===== src/rtl/hdlc_tx_pkg.sv =====
package hdlc_tx_pkg;
  typedef enum logic [2:0] {
    ST_IDLE, ST_OPEN, ST_DATA, ST_CRC, ST_CLOSE, ST_ABORT
  } tx_state_t;

  localparam int          FLAG_LEN = 8;
  localparam logic [7:0]  FLAG_PAT = 8'h7E;
endpackage


===== src/rtl/hdlc_tx_crc.sv =====
module hdlc_tx_crc #(
  parameter int                 CRC_W = 16,
  parameter logic [CRC_W-1:0]   POLY  = 16'h8408,
  parameter logic [CRC_W-1:0]   INIT  = '1
) (
  input  logic clk,
  input  logic rst_n,
  input  logic preset,
  input  logic upd_en,
  input  logic upd_bit,
  input  logic shift_en,
  output logic out_bit
);
  logic [CRC_W-1:0] crc_q;

  always_ff @(posedge clk or negedge rst_n) begin
    if (!rst_n)        crc_q <= INIT;
    else if (preset)   crc_q <= INIT;
    else if (upd_en)   crc_q <= (crc_q >> 1) ^ ((crc_q[0] ^ upd_bit) ? POLY : '0);
    else if (shift_en) crc_q <= {1'b1, crc_q[CRC_W-1:1]};
  end

  assign out_bit = ~crc_q[0];

  // preset at frame start never overlaps accumulation or output
  p_preset_alone_r4: assert property (@(posedge clk) disable iff (!rst_n)
    preset |-> !(upd_en || shift_en));
endmodule


===== src/rtl/hdlc_tx_line.sv =====
module hdlc_tx_line (
  input  logic clk,
  input  logic rst_n,
  input  logic bit_en,
  input  logic nrzi_en,
  input  logic idle,
  input  logic raw_bit,
  output logic txd
);
  logic level_q;

  always_ff @(posedge clk or negedge rst_n) begin
    if (!rst_n) level_q <= 1'b1;
    else if (bit_en) begin
      if (idle)         level_q <= 1'b1;
      else if (nrzi_en) level_q <= raw_bit ? level_q : ~level_q;
      else              level_q <= raw_bit;
    end
  end

  assign txd = level_q;

  p_idle_high_r9: assert property (@(posedge clk) disable iff (!rst_n)
    $past(bit_en && idle) |-> txd);

  p_tick_only_r10: assert property (@(posedge clk) disable iff (!rst_n)
    !$past(bit_en) |-> $stable(txd));
endmodule


===== src/rtl/hdlc_tx_rts.sv =====
module hdlc_tx_rts (
  input  logic clk,
  input  logic rst_n,
  input  logic bit_en,
  input  logic line_idle,
  input  logic rts_req,
  output logic rts_out
);
  logic hold_q;

  always_ff @(posedge clk or negedge rst_n) begin
    if (!rst_n)                    hold_q <= 1'b0;
    else if (rts_req)              hold_q <= 1'b1;
    else if (bit_en && line_idle)  hold_q <= 1'b0;
  end

  assign rts_out = rts_req | hold_q;

  // request-to-send never falls while a frame is on the line
  p_rts_hold_r8: assert property (@(posedge clk) disable iff (!rst_n)
    (!line_idle && $past(rts_out)) |-> rts_out);
endmodule


===== src/rtl/hdlc_tx_framer.sv =====
module hdlc_tx_framer
  import hdlc_tx_pkg::*;
#(
  parameter int               DATA_W    = 8,
  parameter int               CRC_W     = 16,
  parameter logic [CRC_W-1:0] CRC_POLY  = 16'h8408,
  parameter int               STUFF_RUN = 5,
  parameter int               ABORT_LEN = 8
) (
  input  logic              clk,
  input  logic              rst_n,
  input  logic              bit_en,
  input  logic              nrzi_en,
  input  logic              s_valid,
  output logic              s_ready,
  input  logic [DATA_W-1:0] s_data,
  input  logic              s_last,
  input  logic              abort_req,
  input  logic              rts_req,
  output logic              txd,
  output logic              rts_out,
  output logic              undr_eom
);
  localparam int MAX_A   = (CRC_W > ABORT_LEN) ? CRC_W : ABORT_LEN;
  localparam int MAX_LEN = (MAX_A > DATA_W) ? MAX_A : DATA_W;
  localparam int IDX_W   = $clog2(MAX_LEN);
  localparam int ONES_W  = $clog2(STUFF_RUN + 1);
  localparam logic [IDX_W-1:0]  DATA_LAST  = IDX_W'(DATA_W - 1);
  localparam logic [IDX_W-1:0]  CRC_LAST   = IDX_W'(CRC_W - 1);
  localparam logic [IDX_W-1:0]  FLAG_LAST  = IDX_W'(FLAG_LEN - 1);
  localparam logic [IDX_W-1:0]  ABORT_LAST = IDX_W'(ABORT_LEN - 1);
  localparam logic [ONES_W-1:0] RUN_MAX    = ONES_W'(STUFF_RUN);

  tx_state_t          state;
  logic [IDX_W-1:0]   idx;
  logic [ONES_W-1:0]  ones;
  logic [DATA_W-1:0]  sh;
  logic               last_q, abort_pend;
  logic               crc_bit, cur_bit, raw_bit;
  logic               stuff_now, do_abort, byte_end, line_idle;

  assign stuff_now = (ones == RUN_MAX) &&
                     (state == ST_DATA || state == ST_CRC || state == ST_CLOSE);
  assign do_abort  = abort_pend &&
                     (state == ST_OPEN || state == ST_DATA || state == ST_CRC);
  assign byte_end  = (state == ST_DATA) && (idx == DATA_LAST) && !stuff_now && !do_abort;
  assign s_ready   = bit_en && ((state == ST_IDLE) || (byte_end && !last_q));
  assign line_idle = (state == ST_IDLE) && !s_valid;

  always_comb begin
    unique case (state)
      ST_OPEN, ST_CLOSE: cur_bit = FLAG_PAT[idx[2:0]];
      ST_DATA:           cur_bit = sh[0];
      ST_CRC:            cur_bit = crc_bit;
      ST_ABORT:          cur_bit = 1'b1;
      default:           cur_bit = FLAG_PAT[0];
    endcase
    raw_bit = do_abort ? 1'b1 : (stuff_now ? 1'b0 : cur_bit);
  end

  always_ff @(posedge clk or negedge rst_n) begin
    if (!rst_n) begin
      state <= ST_IDLE; idx <= '0; ones <= '0; sh <= '0;
      last_q <= 1'b0; abort_pend <= 1'b0; undr_eom <= 1'b0;
    end else begin
      if (bit_en) begin
        if (do_abort) begin
          state <= ST_ABORT; idx <= IDX_W'(1); ones <= '0; abort_pend <= 1'b0;
        end else begin
          unique case (state)
            ST_IDLE: begin
              abort_pend <= 1'b0;
              if (s_valid) begin
                state <= ST_OPEN; idx <= IDX_W'(1); sh <= s_data;
                last_q <= s_last; undr_eom <= 1'b0; ones <= '0;
              end
            end
            ST_OPEN: begin
              idx <= idx + 1'b1;
              if (idx == FLAG_LAST) begin state <= ST_DATA; idx <= '0; end
            end
            ST_DATA: begin
              if (stuff_now) ones <= '0;
              else begin
                ones <= sh[0] ? ones + 1'b1 : '0;
                sh   <= sh >> 1;
                idx  <= idx + 1'b1;
                if (idx == DATA_LAST) begin
                  idx <= '0;
                  if (!last_q && s_valid) begin
                    sh <= s_data; last_q <= s_last;
                  end else begin
                    state <= ST_CRC; undr_eom <= 1'b1;
                  end
                end
              end
            end
            ST_CRC: begin
              if (stuff_now) ones <= '0;
              else begin
                ones <= crc_bit ? ones + 1'b1 : '0;
                idx  <= idx + 1'b1;
                if (idx == CRC_LAST) begin state <= ST_CLOSE; idx <= '0; end
              end
            end
            ST_CLOSE: begin
              abort_pend <= 1'b0;
              ones <= '0;
              if (!stuff_now) begin
                idx <= idx + 1'b1;
                if (idx == FLAG_LAST) begin state <= ST_IDLE; idx <= '0; end
              end
            end
            ST_ABORT: begin
              idx <= idx + 1'b1;
              if (idx == ABORT_LAST) begin state <= ST_IDLE; idx <= '0; end
            end
            default: state <= ST_IDLE;
          endcase
        end
      end
      if (abort_req) abort_pend <= 1'b1;
    end
  end

  hdlc_tx_crc #(.CRC_W(CRC_W), .POLY(CRC_POLY), .INIT('1)) u_crc (
    .clk     (clk),
    .rst_n   (rst_n),
    .preset  (bit_en && state == ST_IDLE && s_valid),
    .upd_en  (bit_en && state == ST_DATA && !stuff_now && !do_abort),
    .upd_bit (sh[0]),
    .shift_en(bit_en && state == ST_CRC && !stuff_now && !do_abort),
    .out_bit (crc_bit)
  );

  hdlc_tx_line u_line (
    .clk    (clk),
    .rst_n  (rst_n),
    .bit_en (bit_en),
    .nrzi_en(nrzi_en),
    .idle   (line_idle),
    .raw_bit(raw_bit),
    .txd    (txd)
  );

  hdlc_tx_rts u_rts (
    .clk      (clk),
    .rst_n    (rst_n),
    .bit_en   (bit_en),
    .line_idle(state == ST_IDLE),
    .rts_req  (rts_req),
    .rts_out  (rts_out)
  );

  p_byte_take_r5: assert property (@(posedge clk) disable iff (!rst_n)
    (s_valid && s_ready && state == ST_DATA) |=> (state == ST_DATA && idx == '0));

  p_undr_rise_r6: assert property (@(posedge clk) disable iff (!rst_n)
    $rose(undr_eom) |-> (state == ST_CRC));

  p_abort_enter_r7: assert property (@(posedge clk) disable iff (!rst_n)
    (bit_en && do_abort) |=> (state == ST_ABORT));

  p_stuff_bound_r3: assert property (@(posedge clk) disable iff (!rst_n)
    (state == ST_DATA || state == ST_CRC) |-> (ones <= RUN_MAX));
endmodule


===== config.mk =====
export PLATFORM = sky130hd
export DESIGN_NAME = hdlc_tx_framer
export DESIGN_NICKNAME = d
export VERILOG_FILES = /design/src/rtl/hdlc_tx_pkg.sv /design/src/rtl/hdlc_tx_crc.sv /design/src/rtl/hdlc_tx_line.sv /design/src/rtl/hdlc_tx_rts.sv /design/src/rtl/hdlc_tx_framer.sv
export SDC_FILE = /design/constraint.sdc
export NUM_CORES = 1
export LEC_CHECK = 0
export BUFFER_PORTS_ARGS = -buffer_cell sky130_fd_sc_hd__buf_2
export CORE_MARGIN = 2
export CORE_UTILIZATION = 51
export DETAILED_ROUTE_END_ITERATION = 12
export PLACE_DENSITY = 0.69
export SYNTH_ARGS = -nofsm -noshare
export SYNTH_HDL_FRONTEND = slang
export SYNTH_SLANG_ARGS = --single-unit
export TNS_END_PERCENT = 30

===== constraint.sdc =====
create_clock -name clk -period 4.6 [get_ports clk]
set_input_delay 0.69 -clock clk [delete_from_list [all_inputs] [get_ports clk]]
set_output_delay 0.69 -clock clk [all_outputs]
set_load 0.05 [all_outputs]

==> results of run 1 <==
## kinds of logic (layout without fill, tap and decap cells)
group                      after synthesis  count (layout)
AOI/OAI and AO/OA                       69              69
xor gates and xnor gates                 5               5
adders and majority gates                5               5
buffers and inverters                   16              32
DFF                                     39              39
muxes                                   11              11
and+or+nand+nor                         66              66
## cell usage in the layout (no fill, tap or decap), types with 8 or more instances in the layout
cell / count
sky130_fd_sc_hd__o22a_1: 16
sky130_fd_sc_hd__nor2_1: 10
sky130_fd_sc_hd__dfrtp_1: 22
sky130_fd_sc_hd__buf_2: 19
sky130_fd_sc_hd__o21ai_0: 23
sky130_fd_sc_hd__dfstp_2: 17
sky130_fd_sc_hd__nand2_1: 23
sky130_fd_sc_hd__mux2i_1: 8
## synth_stat cells, types with 3 or more instances
master	instances	share of area (%)
sky130_fd_sc_hd__xor2_1	3	1.2
sky130_fd_sc_hd__nor2_1	10	1.7
sky130_fd_sc_hd__clkbuf_1	3	0.51
sky130_fd_sc_hd__nand2b_1	5	1.4
sky130_fd_sc_hd__nand3_1	5	1.1
sky130_fd_sc_hd__nor2b_1	5	1.4
sky130_fd_sc_hd__nand3b_1	3	1.0
sky130_fd_sc_hd__o22a_1	16	6.4
sky130_fd_sc_hd__o21ai_0	23	5.2
sky130_fd_sc_hd__dfrtp_1	22	25
sky130_fd_sc_hd__ha_1	4	2.3
sky130_fd_sc_hd__dfstp_2	17	20
sky130_fd_sc_hd__inv_1	5	0.85
sky130_fd_sc_hd__buf_4	5	1.7
sky130_fd_sc_hd__mux2i_1	8	3.6
sky130_fd_sc_hd__nand2_1	23	3.9
sky130_fd_sc_hd__a21oi_1	4	0.91
## power breakdown
part / internal, uW / switching (uW)
Clock: 140 / 123
Combinational: 178 / 211
Sequential: 446 / 113
## layout make-up
| class | count | area (sq um) |
|---|---|---|
| well taps | 50 | 62.6 |
| clock inverters | 2 | 13.8 |
| multi-input cells | 156 | 1110 |
| inverters | 5 | 18.8 |
| fillers | 367 | 1690 |
| repair buffers | 19 | 95.1 |
| clock buffers | 6 | 93.8 |
| flip-flops and latches | 39 | 997 |
## sequential cells by signal, indices dropped and copies added (netlist names)
signal and cells:
undr_eom 1, abort_pend 1, last_q 1, sh 8, u_rts.hold_q 1, u_crc.crc_q 16, u_line.txd 1, idx 4
state 3, ones 3
## how the worst max path moves through the flow
stage | from | endpoint | slack (ns) | depth (start not counted)
detailed placement | state[1] | s_ready | 1.55 | 4
CTS | state[1] | s_ready | 1.22 | 4
finish | state[1] | s_ready | 1.21 | 4
global placement | state[1] | s_ready | 1.62 | 4
floorplan | bit_en | s_ready | 1.07 | 3
global route | state[1] | s_ready | 0.97 | 4
## stage by stage
stage	cells	cell area [sq um]	hold WS (ns)
2_1_floorplan	211	2200	0.394
3_3_place_gp	269	2290	0.458
3_5_place_dp	269	2290	0.461
4_1_cts	277	2390	0.481
5_1_grt	277	2390	0.497
6_report	277	2390	0.478
## per-layer routing
metal | vias up | track usage, % | wire length, microns
li1 | 796 | - | -
met2 | 33 | 28.6 | 2000
met5 | - | 0 | 0
met4 | 0 | 5.98 | 40
met3 | 5 | 3.34 | 137
met1 | 788 | 25.2 | 2030
==> summary by stage, run 1 <==
Route
In this run, the number of DRC markers left after iteration 0 of detailed routing was about 120. The number of search-and-repair iterations in the first detailed-routing pass is 4. The routed layout has about 1.6k vias. The DRC violation count after routing is 0. The count of nets left with antenna violations once routing finished came out at 0. In the final routed layout, each cell accounts on average for about 15 microns. The total wirelength of the detailed-routed design is around 4200 microns.

The average vias per placed instance is a little under 6.

Timing
Setup violations remaining at the end of the flow were counted as 0. The relative slew slack is between 40% and 50%. Static timing analysis puts the maximum clock frequency at ~290 MHz. The final number of hold-violating endpoints is 0.

The max-slew violation count is 0. After routing, the total negative slack on setup checks comes to 0 ns. Of the available clock period, the critical path in the final layout requires between 70% and 80%. The clock skew is approximately 0.0033 ns. The actual slew at the worst max-slew pin is roughly 0.85 ns. Setup repair after global routing left no endpoint under its margin. The least setup slack across all paths after layout is roughly 1.2 ns. Counting I/O delays and the setup requirement, the final critical path takes 3.39 ns.

Global routing
The total track usage is 18.1%. The number of antenna violations at the first check in global routing is 0. The pin count of the biggest net entering global routing is 40. The via count of the first global-routing pass is 1608. For this run the aggregate overflow at the end of global routing stands at 0.

The first-pass GRT wire length is 7190 microns.

Layout
In the final layout, the share of cells above drive strength 1 is roughly 27%. The signed area change from the synthesized netlist to the final layout is 8.87%. The post-layout net count is approximately 250.

The number of diodes added for antenna fixing is 0. Once layout is complete, the utilization of the core stands at about three fifths.

Floorplan
The I/O pin total is 20. The initial core utilization is between 50% and 60%. In this run the core area contains 23 standard-cell rows. The die is about 70 microns wide.

The full die area is 4850 sq um. The core region is 4090 sq um. The floorplan step set the die height to 69.7 microns.

Yosys
Sequential elements use between 40% and 50% of the synthesized area. After synthesis, the largest family of logic cells by area is compound AO/OA/AOI/OAI gates. The average footprint of a synthesized cell is around 10 sq um. The synthesized netlist devotes 2.73% of its cell area to adder and majority cells. The simple-gate share of the synthesized area is about 17%. The compound-gate portion of the synthesized area is between 20% and 30%.

In this run, synthesis produced a sequential element count of 39. The synthesized netlist devotes about 2% of its cell area to XOR and XNOR gates. The synthesized netlist cell count is 211.

The number of distinct library cells after synthesis is 56. The synthesized area is about 2200 sq um. Among all flip-flop cells after synthesis, the most frequent one is sky130_fd_sc_hd__dfrtp_1. The number of warnings issued by yosys is 0. In the synthesized netlist the async set-or-reset flop fraction comes to 100%. Multiplexer cells account for ~5.3% of the synthesized area. The synthesized design contains 0 enable-type register cells. The synthesized netlist net count is 231.

Worst setup path
The maximum fanout along the worst path is 27. Walking the worst path, the cells encountered are nor3b_4, nand3_2, o41ai_1, buf_2. The worst setup path is captured at an output pin. The capture point of the worst reg-to-reg path is u_crc.crc_q[4]. Grouping stages by cell kind, the critical path spends the most delay in flip-flops. The maximum single-stage delay on the critical path is ~0.86 ns. The number of buffers and inverters on the critical path is 1. The sort of element at the start of the critical path is a flop. The arrival time reported for the critical path endpoint is between 2 and 3 ns.

The largest individual stage delay along the critical path comes from the cell sky130_fd_sc_hd__dfrtp_1. Across all register-to-register paths, the minimum setup slack is between 2 and 2.5 ns. The worst register-to-register path has a depth of 4. The launch point of the worst reg-to-reg path is state[1]. The required time of the worst setup path is 3.91 ns.

The kind of critical path is flop to output pin.

Power and ir drop
The leakage dissipation is roughly 0.00095 uW. The power density over the cells is between 500 and 600 nW/um^2. The worst-case vdd ir drop is about 0.00026 V. After layout, the design draws a total of roughly 1200 uW.

Clock network
The CTS tree is done. Buffers inserted during clock tree synthesis total 5. The clock reaches the later pin of the worst-skew pair after approximately 0.29 ns. After clock tree synthesis, the repair step resized 0 gates. Counting every sink on the clock net gives 39. The maximum level of the CTS H-tree is 2. The total setup buffers inserted after CTS is 0. The maximum root-to-sink buffer count is 2. The count of hold buffers inserted by post-cts repair is 0.

The clock-pin transition on the worst setup and hold timing paths is approximately 0.080 ns. The cell chosen for the clock root is sky130_fd_sc_hd__clkbuf_8.

Hold path
The tightest min-delay check is of the flop to flop type. The worst min-delay path startpoint is u_rts.hold_q. Counting instances, the worst hold path has a depth of 1. The worst hold path endpoint is u_rts.hold_q.

Run status
The flow ran to the end, and the final reports show no timing, DRC or antenna violations.

Placed design
The placer congestion estimate is just under 0.9. At the placement stage, the worst setup path has a slack of around 1.6 ns. Buffers placed on the I/O ports in this run total 19. The detailed-placement wirelength estimate is between 2000 and 3000 microns.

Run
The max-capacitance violation count is 0.
No activity file was read; power rests on OpenSTA's default activity.
==> run 2: changes to the inputs <==
--- a/config.mk
+++ b/config.mk
@@ -5,6 +5,7 @@
 export SDC_FILE = /design/constraint.sdc
 export NUM_CORES = 1
 export LEC_CHECK = 0
+export ABC_AREA = 1
 export BUFFER_PORTS_ARGS = -buffer_cell sky130_fd_sc_hd__buf_2
 export CORE_MARGIN = 2
 export CORE_UTILIZATION = 51
==> constraint.sdc (replaced) <==
create_clock -name clk -period 3.5 [get_ports clk]
set_input_delay 0.525 -clock clk [delete_from_list [all_inputs] [get_ports clk]]
set_output_delay 0.525 -clock clk [all_outputs]
set_load 0.05 [all_outputs]
==> run 2 against run 1 <==
  * Combinational power rose by 130%
  * Register-to-register slack got worse by 0.77 ns
  * Global-route usage rose by 0.70 points
  * Synthesized cell count rose by 36%
  * Non-clock buffer count rose by 1
  * Critical path type unchanged
==> summary by stage, run 2 <==
Run status
The run finished with clean final reports.

Worst setup path
The maximum single-stage delay on the critical path is 0.57 ns (-0.29 ns). The worst setup path is of the flop to output pin kind. The maximum fanout along the worst path is 9 (-67%).

The required time of the worst setup path was 2.97 ns (-0.94 ns). The kind of end point of the critical path is an output pin. The total buffers and inverters traversed by the critical path is 3 (+2). In this design, the largest share of critical-path delay is due to buffers and inverters. On the critical path, the stage with the largest delay is an instance of sky130_fd_sc_hd__dfrtp_1. The arrival time reported for the critical path endpoint is 2.10 ns (-0.60 ns). The worst setup path is launched from a flop. Traced cell by cell, the critical path runs through inv_2, nand2_1, nor2_4, inv_4, nand4_2, o31ai_1, buf_2.

Timing
Dividing the final minimum period by the clock period gives roughly three quarters. The setup TNS is 0 ns (unchanged). The total setup violations reported at the end of the flow is 0 (unchanged).

The max-slew violation count is 0 (unchanged). The final number of hold-violating endpoints is 0 (unchanged). The clock skew is 0.0121 ns (+0.00882 ns). Setup repair after global routing left no endpoint under its margin.

The actual slew at the worst max-slew pin is 0.855 ns (+0.000448 ns). The relative slew slack is 43.0% (about the same). Based on the critical path, the design can be clocked at up to 380 MHz.

The shortest period the worst path allows is ~2.6 ns.

Route
The total wirelength of the detailed-routed design came to 4480 microns (+6.6%). The detailed router's first-iteration violation count is 103 (-13%). The overall via count from detail_route is 1851 (+14%). The remaining number of nets flagged by the antenna check after routing is 0 (unchanged). The post-detailed-route wirelength per cell is 12.3 microns (-19%). The average vias per placed instance is 5.09 (-13%). The number of search-and-repair iterations in the first detailed-routing pass is 4 (unchanged).

The DRC violation count after routing is 0 (unchanged).

Placed design
The detailed-placement wirelength estimate is 3240 microns (+8.9%). The placer congestion estimate was 0.904 (+3.4%). The placed cell count is 356 (+32%).

The count of buffers inserted at the top-level ports is 19 (unchanged).

Yosys
The area share of the largest cell type after synthesis is 22.8% (-2.2 points). The main flop type after synthesis is sky130_fd_sc_hd__dfrtp_1. The number of warnings issued by yosys is 0 (unchanged). Ranked by total cell area, the synthesized netlist is headed by sky130_fd_sc_hd__dfrtp_1, sky130_fd_sc_hd__dfstp_2, sky130_fd_sc_hd__nand2_1, sky130_fd_sc_hd__inv_1, sky130_fd_sc_hd__nor3_2. The number of distinct library cells after synthesis is 41 (-27%). The synthesized netlist net count is 308 (+33%).

The synthesized area was 2410 sq um (+9.6%). The number of enable-type register cells in the synthesized netlist is 0 (unchanged). The average footprint of a synthesized cell was 8.37 sq um (-20%). The synthesized netlist cell count is 288 (+36%). The post-synthesis sequential area ratio came to 41.4% (-4.0 points). By count the netlist is led by sky130_fd_sc_hd__nand2_1, sky130_fd_sc_hd__inv_1, sky130_fd_sc_hd__nor2_1.

The fraction of registers with async set/reset is 100% (unchanged). The most area-hungry cell type in the Yosys netlist is sky130_fd_sc_hd__dfrtp_1. The cell with the most instances after synthesis is sky130_fd_sc_hd__nand2_1. The number of synthesized register bits is 39 (unchanged).

Global routing
The pin count of the biggest net entering global routing is 40 (unchanged). The number of antenna violations at the first check in global routing is 0 (unchanged). The total track usage is 18.8% (+0.70 points). The residual overflow from global routing was 0 (unchanged).

The first-pass GRT wire length is 7760 microns (+7.9%). The via count of the first global-routing pass is 1801 (+12%).

Power and ir drop
The clock network fraction of total power was 15.7% (-6.0 points). The proportion of total power due to net switching came to 44.5% (+7.6 points). The internal power summed over all cells is 1080 uW (+41%). The net switching power figure came to 862 uW (+93%). The relative contribution of sequential cells to total power is 39.1% (-7.1 points). The worst-case vdd ir drop is 0.000341 V (+31%).

The combinational cell fraction of total power was 45.3% (+13 points). The leakage dissipation is 0.00123 uW (+29%). The power density over the cells is 744 nW/um^2 (+47%).

Layout
The number of diodes added for antenna fixing was 0 (unchanged). The flip-flop count of the largest register, all copies and words added was 16 (unchanged). The filler cell count in the final layout is 437 (+19%).

The final cell utilization of the core is 56.3% (-2.3 points). The register cell area after layout came to 997 sq um (unchanged). The area used by multi-input combinational logic is 1190 sq um (+6.7%).

The largest registers in the layout are u_crc.crc_q x16, sh x8, idx x4. The number of non-filler instances in the completed layout was 364 (+31%). Leaving out fill and tap cells, the most frequent cell in the layout is sky130_fd_sc_hd__nand2_1. Relative to the synthesized area, the layout overhead comes to 8.15%.

The fraction of final layout cells sized beyond drive strength 1 was 33.5% (+6.7 points). The register with the most flip-flops is u_crc.crc_q. In the layout the commonest cells are sky130_fd_sc_hd__nand2_1, sky130_fd_sc_hd__inv_1, sky130_fd_sc_hd__nor2_1. The post-layout net count is 329 (+34%).

Clock network
The clock-pin transition on the worst setup and hold timing paths was 0.09 ns (about the same). The maximum root-to-sink buffer count was 2 (unchanged). The total clock buffers created by CTS is 5 (unchanged). The count of hold buffers inserted by post-cts repair is 0 (unchanged). The post-cts resize count is 0 (unchanged). The total setup buffers inserted after CTS is 0 (unchanged). TritonCTS built the clock tree.

The clock sink count is 39 (unchanged). The maximum level of the CTS H-tree is 2 (unchanged). The worst-skew pair later-pin latency is 0.29 ns (about the same). The cell chosen for the clock root is sky130_fd_sc_hd__clkbuf_8.

Floorplan
The core region area came to 4630 sq um (+13%). The floorplan die height is 72.7 microns (+4.4%). The I/O pin total is 20 (unchanged). The full die area was 5290 sq um (+9.0%). The die width is 72.7 microns (+4.4%). The initial core utilization is 52.1% (-1.8 points). The number of core rows is 25 (+8.7%).

Run
The max-capacitance violation count is 0 (unchanged).

Hold path
The min-delay analysis places its worst path in the category primary input to async pin.
## run 2: worst paths after layout
kind,to,cells past startpoint,from,slack (ns)
worst max-delay path,s_ready,7,state[2],0.87
worst min-delay path,abort_pend,1,rst_n,0.33
worst max register to register,sh[6],8,idx[0],1.39
worst min register to register,u_line.txd,2,u_line.txd,0.48
max in group asynchronous,idx[2],1,rst_n,2.62
min in group clk,abort_pend,3,abort_req,0.41
## run 2: cell families after synthesis
family                     synth area share (%)
and+or+nand+nor                            35.4
AOI/OAI and AO/OA                          11.4
buffers and inverters                      9.29
DFF                                        41.4
adders and majority gates                  2.08
muxes                                     0.415
## run 2: per-stage QoR
step           total power [uW]  setup WS (ns)  hold slack [ns]  area, sq um
2_1_floorplan              1490          0.770            0.229         2410
3_3_place_gp               1640           1.22            0.468         2520
3_5_place_dp               1640           1.22            0.473         2520
4_1_cts                    1960          0.875            0.366         2610
5_1_grt                    2100          0.727            0.412         2610
6_report                   1940          0.871            0.326         2610
## run 2: layer usage
layer	part of all wire (%)	global-route usage, %
met2	47	31.4
met5	0	0
met4	0.31	5.35
met3	2.9	4.56
met1	49	24.4
## run 2: final cells by class
cell class	instances	share of cell area (%)
Clock buffer	5	2.64
Clock inverter	3	0.768
Inverter	40	6.19
Multi-Input combinational cell	203	45.6
Sequential cell	39	38.3
Tap cell	54	2.59
Timing Repair Buffer	20	3.94
## run 2: power by group through the flow
stage / Combinational, uW / Sequential (uW) / Clock (uW)
2_1_floorplan: 741 / 752 / 0
3_3_place_gp: 875 / 762 / 0
3_5_place_dp: 878 / 766 / 0
4_1_cts: 885 / 759 / 319
5_1_grt: 989 / 779 / 335
6_report: 878 / 758 / 304
==> run 3: changes to the inputs <==
==> constraint.sdc (replaced) <==
create_clock -name clk -period 2.5 [get_ports clk]
set_input_delay 0.375 -clock clk [delete_from_list [all_inputs] [get_ports clk]]
set_output_delay 0.375 -clock clk [all_outputs]
set_load 0.05 [all_outputs]
==> run 3 against run 2 <==
  * Global-route usage increased by 0.29 points
  * Critical path depth unchanged
  * Via count increased by 0.92%
  * Die area unchanged
  * Worst hold slack got worse by 0.15 ns
  * Sequential power increased by 41%
  * Combinational power increased by 41%
  * Utilization increased by 0.92 points
  * Flip-flop and latch count unchanged
  * Setup slack got worse by 0.70 ns
  * Critical path type unchanged
  * Largest power group unchanged
==> summary by stage, run 3 (synthesized netlist as in run 2, its figures left out) <==
Worst setup path
The kind of end point of the critical path is an output pin. The worst register-to-register path ends at u_crc.crc_q[3]. The worst setup path is of the flop to output pin kind. The critical path goes through inv_2, nand2_1, nor2_4, inv_4, nand4_2, o31ai_2, buf_2. The kind of cell adding the most delay to the critical path is buffers and inverters. On the critical path, the stage with the largest delay is an instance of sky130_fd_sc_hd__dfrtp_2.

The arrival time reported for the critical path endpoint was 1.95 ns (-0.15 ns). The depth of the most critical reg-to-reg path is 9 (+1). STA classifies the critical path startpoint as a flop.

The maximum single-stage delay on the critical path is 0.50 ns (-0.07 ns). The maximum fanout along the worst path is 9 (unchanged). In this run the critical register-to-register path is launched from state[2]. The required time of the worst setup path is 2.12 ns (-0.85 ns). The internal reg-to-reg setup slack is 0.70 ns (-0.69 ns). The total buffers and inverters traversed by the critical path is 3 (unchanged).

Placed design
The placer congestion estimate is 0.910 (+0.71%). The cell area after placement is 2530 sq um (+0.50%). The count of buffers inserted at the top-level ports is 19 (unchanged).

The detailed-placement wirelength estimate is 3240 microns (+0.18%). The placed cell count is 357 (+0.28%).

Power and ir drop
The power density over the cells came to 1080 nW/um^2 (+45%). The worst-case vdd ir drop is 0.000423 V (+24%). The leakage dissipation is 0.00126 uW (+2.1%).

Clock network
The clock-pin transition on the worst setup and hold timing paths is 0.08 ns (about the same). The maximum level of the CTS H-tree was 2 (unchanged). The total clock buffers created by CTS is 5 (unchanged). Clock tree synthesis selected as its root buffer the cell sky130_fd_sc_hd__clkbuf_8. The count of hold buffers inserted by post-cts repair is 0 (unchanged). The clock sink count is 39 (unchanged). The worst-skew pair later-pin latency is 0.29 ns (about the same). The total setup buffers inserted after CTS was 0 (unchanged). The post-cts resize count is 0 (unchanged).

The maximum root-to-sink buffer count came to 2 (unchanged). TritonCTS built the clock tree.

Timing
The relative slew slack was 43.4% (+0.45 points). The setup TNS is 0 ns (unchanged). The total setup violations reported at the end of the flow is 0 (unchanged). The final hold slack was 0.178 ns (-0.147 ns). The worst path needs around 2.3 ns of the cycle, external delays included. The portion of the clock cycle consumed by the worst path in the final layout is about 93%. The clock skew is 0.00591 ns (-0.00616 ns).

The final number of hold-violating endpoints is 0 (unchanged). The max-slew violation count came to 0 (unchanged). Setup repair after global routing left no endpoint under its margin. The actual slew at the worst max-slew pin is 0.849 ns (-0.00679 ns). For this run, the top clock speed supported by timing is approximately 430 MHz.

Floorplan
The die width is 72.7 microns (unchanged). The floorplan die height came to 72.7 microns (unchanged). The number of core rows is 25 (unchanged).

The full die area came to 5290 sq um (unchanged). The initial core utilization is 52.1% (unchanged). The core region area was 4630 sq um (unchanged). The I/O pin total is 20 (unchanged).

Run
The max-capacitance violation count came to 0 (unchanged).

Layout
The final instance area came to 2650 sq um (+1.6%). The fraction of final layout cells sized beyond drive strength 1 was 34.4% (+0.86 points). The number of diodes added for antenna fixing is 0 (unchanged). The flip-flop count of the largest register, all copies and words added came to 16 (unchanged). From synthesis to final layout, the design area changed by 9.92%. The number of non-filler instances in the completed layout is 365 (+0.27%). The largest registers in the layout are u_crc.crc_q x16, sh x8, idx x4. The library cells used most frequently in the layout, excluding fill and tap cells, are sky130_fd_sc_hd__nand2_1, sky130_fd_sc_hd__inv_1, sky130_fd_sc_hd__nor2_1. The most common cell after layout, fill and taps aside is sky130_fd_sc_hd__nand2_1. The register with the most flip-flops is u_crc.crc_q. The post-layout net count came to 330 (+0.30%).

Route
The post-detailed-route wirelength per cell was 12.5 microns (+1.7%). The number of search-and-repair iterations in the first detailed-routing pass is 4 (unchanged). The overall via count from detail_route is 1868 (+0.92%). The total wirelength of the detailed-routed design is 4570 microns (+2.0%). The DRC violation count after routing is 0 (unchanged). The detailed router's first-iteration violation count is 111 (+7.8%).

The remaining number of nets flagged by the antenna check after routing is 0 (unchanged). The average vias per placed instance is 5.12 (+0.64%).

Global routing
The first-pass GRT wire length was 7790 microns (+0.45%). The number of antenna violations at the first check in global routing is 0 (unchanged). The residual overflow from global routing is 0 (unchanged). The total track usage is 19.1% (+0.29 points).

The pin count of the biggest net entering global routing is 40 (unchanged). The via count of the first global-routing pass is 1727 (-4.1%).

Hold path
The path class of the tightest hold or removal check is primary input to async pin.

Run status
The run finished with clean final reports.
run 3: cell count changes in the layout (fill, tap and decap cells not counted), sizes merged:
cell and delta:
clkinvlp -2, clkbuf +1, buf +1, bufinv +1
run 3: worst max path at each step:
stage	startpoint	endpoint	slack [ns]	cells past startpoint
detailed placement	state[2]	s_ready	0.38	7
global placement	state[2]	s_ready	0.42	7
CTS	state[2]	s_ready	0.05	7
floorplan	state[1]	s_ready	0.35	5
global route	state[2]	s_ready	0.04	7
finish	state[2]	s_ready	0.18	7
run 3: area by class of cell:
class	count	area [sq um]
Tap cell	54	67.6
Clock inverter	2	35.0
Sequential cell	39	998
Timing Repair Buffer	21	110
Clock buffer	6	82.6
Fill cell	446	1980
Multi-Input combinational cell	203	1190
Inverter	40	161
run 3: metrics by stage:
step / power, uW / util (%) / setup WS (ns)
2_1_floorplan: 2090 / - / 0.348
3_3_place_gp: 2300 / 54.6 / 0.424
3_5_place_dp: 2310 / 54.6 / 0.381
4_1_cts: 2880 / 57.2 / 0.0492
5_1_grt: 3100 / 57.2 / 0.0364
6_report: 2860 / 57.2 / 0.176
run 3: worst reg2reg max path: stages, from the launching register on:
cell and delay, ns:
sky130_fd_sc_hd__dfrtp_2 0.50, sky130_fd_sc_hd__inv_2 0.11, sky130_fd_sc_hd__nand2_1 0.16, sky130_fd_sc_hd__nor2_4 0.07, sky130_fd_sc_hd__inv_4 0.13, sky130_fd_sc_hd__nand4_4 0.29
sky130_fd_sc_hd__inv_4 0.28, sky130_fd_sc_hd__nand3_1 0.11, sky130_fd_sc_hd__nand2_1 0.06, sky130_fd_sc_hd__inv_1 0.04
run 3: power breakdown:
part	total (uW)	internal [uW]	leakage (uW)	switching [uW]
Sequential	1070	900	0.000456	169
Combinational	1240	422	0.000739	821
Clock	553	323	0.0000612	230
Total	2860	1640	0.00126	1220
run 3: routing by layer:
metal  up-vias  global-route usage [%]  share of wire (%)
met3         7                    4.14                3.3
met1       865                    24.7                 47
met2        33                    30.8                 49
li1        963                       -                  -
met5         -                       0                  0
met4         0                    8.44                1.5
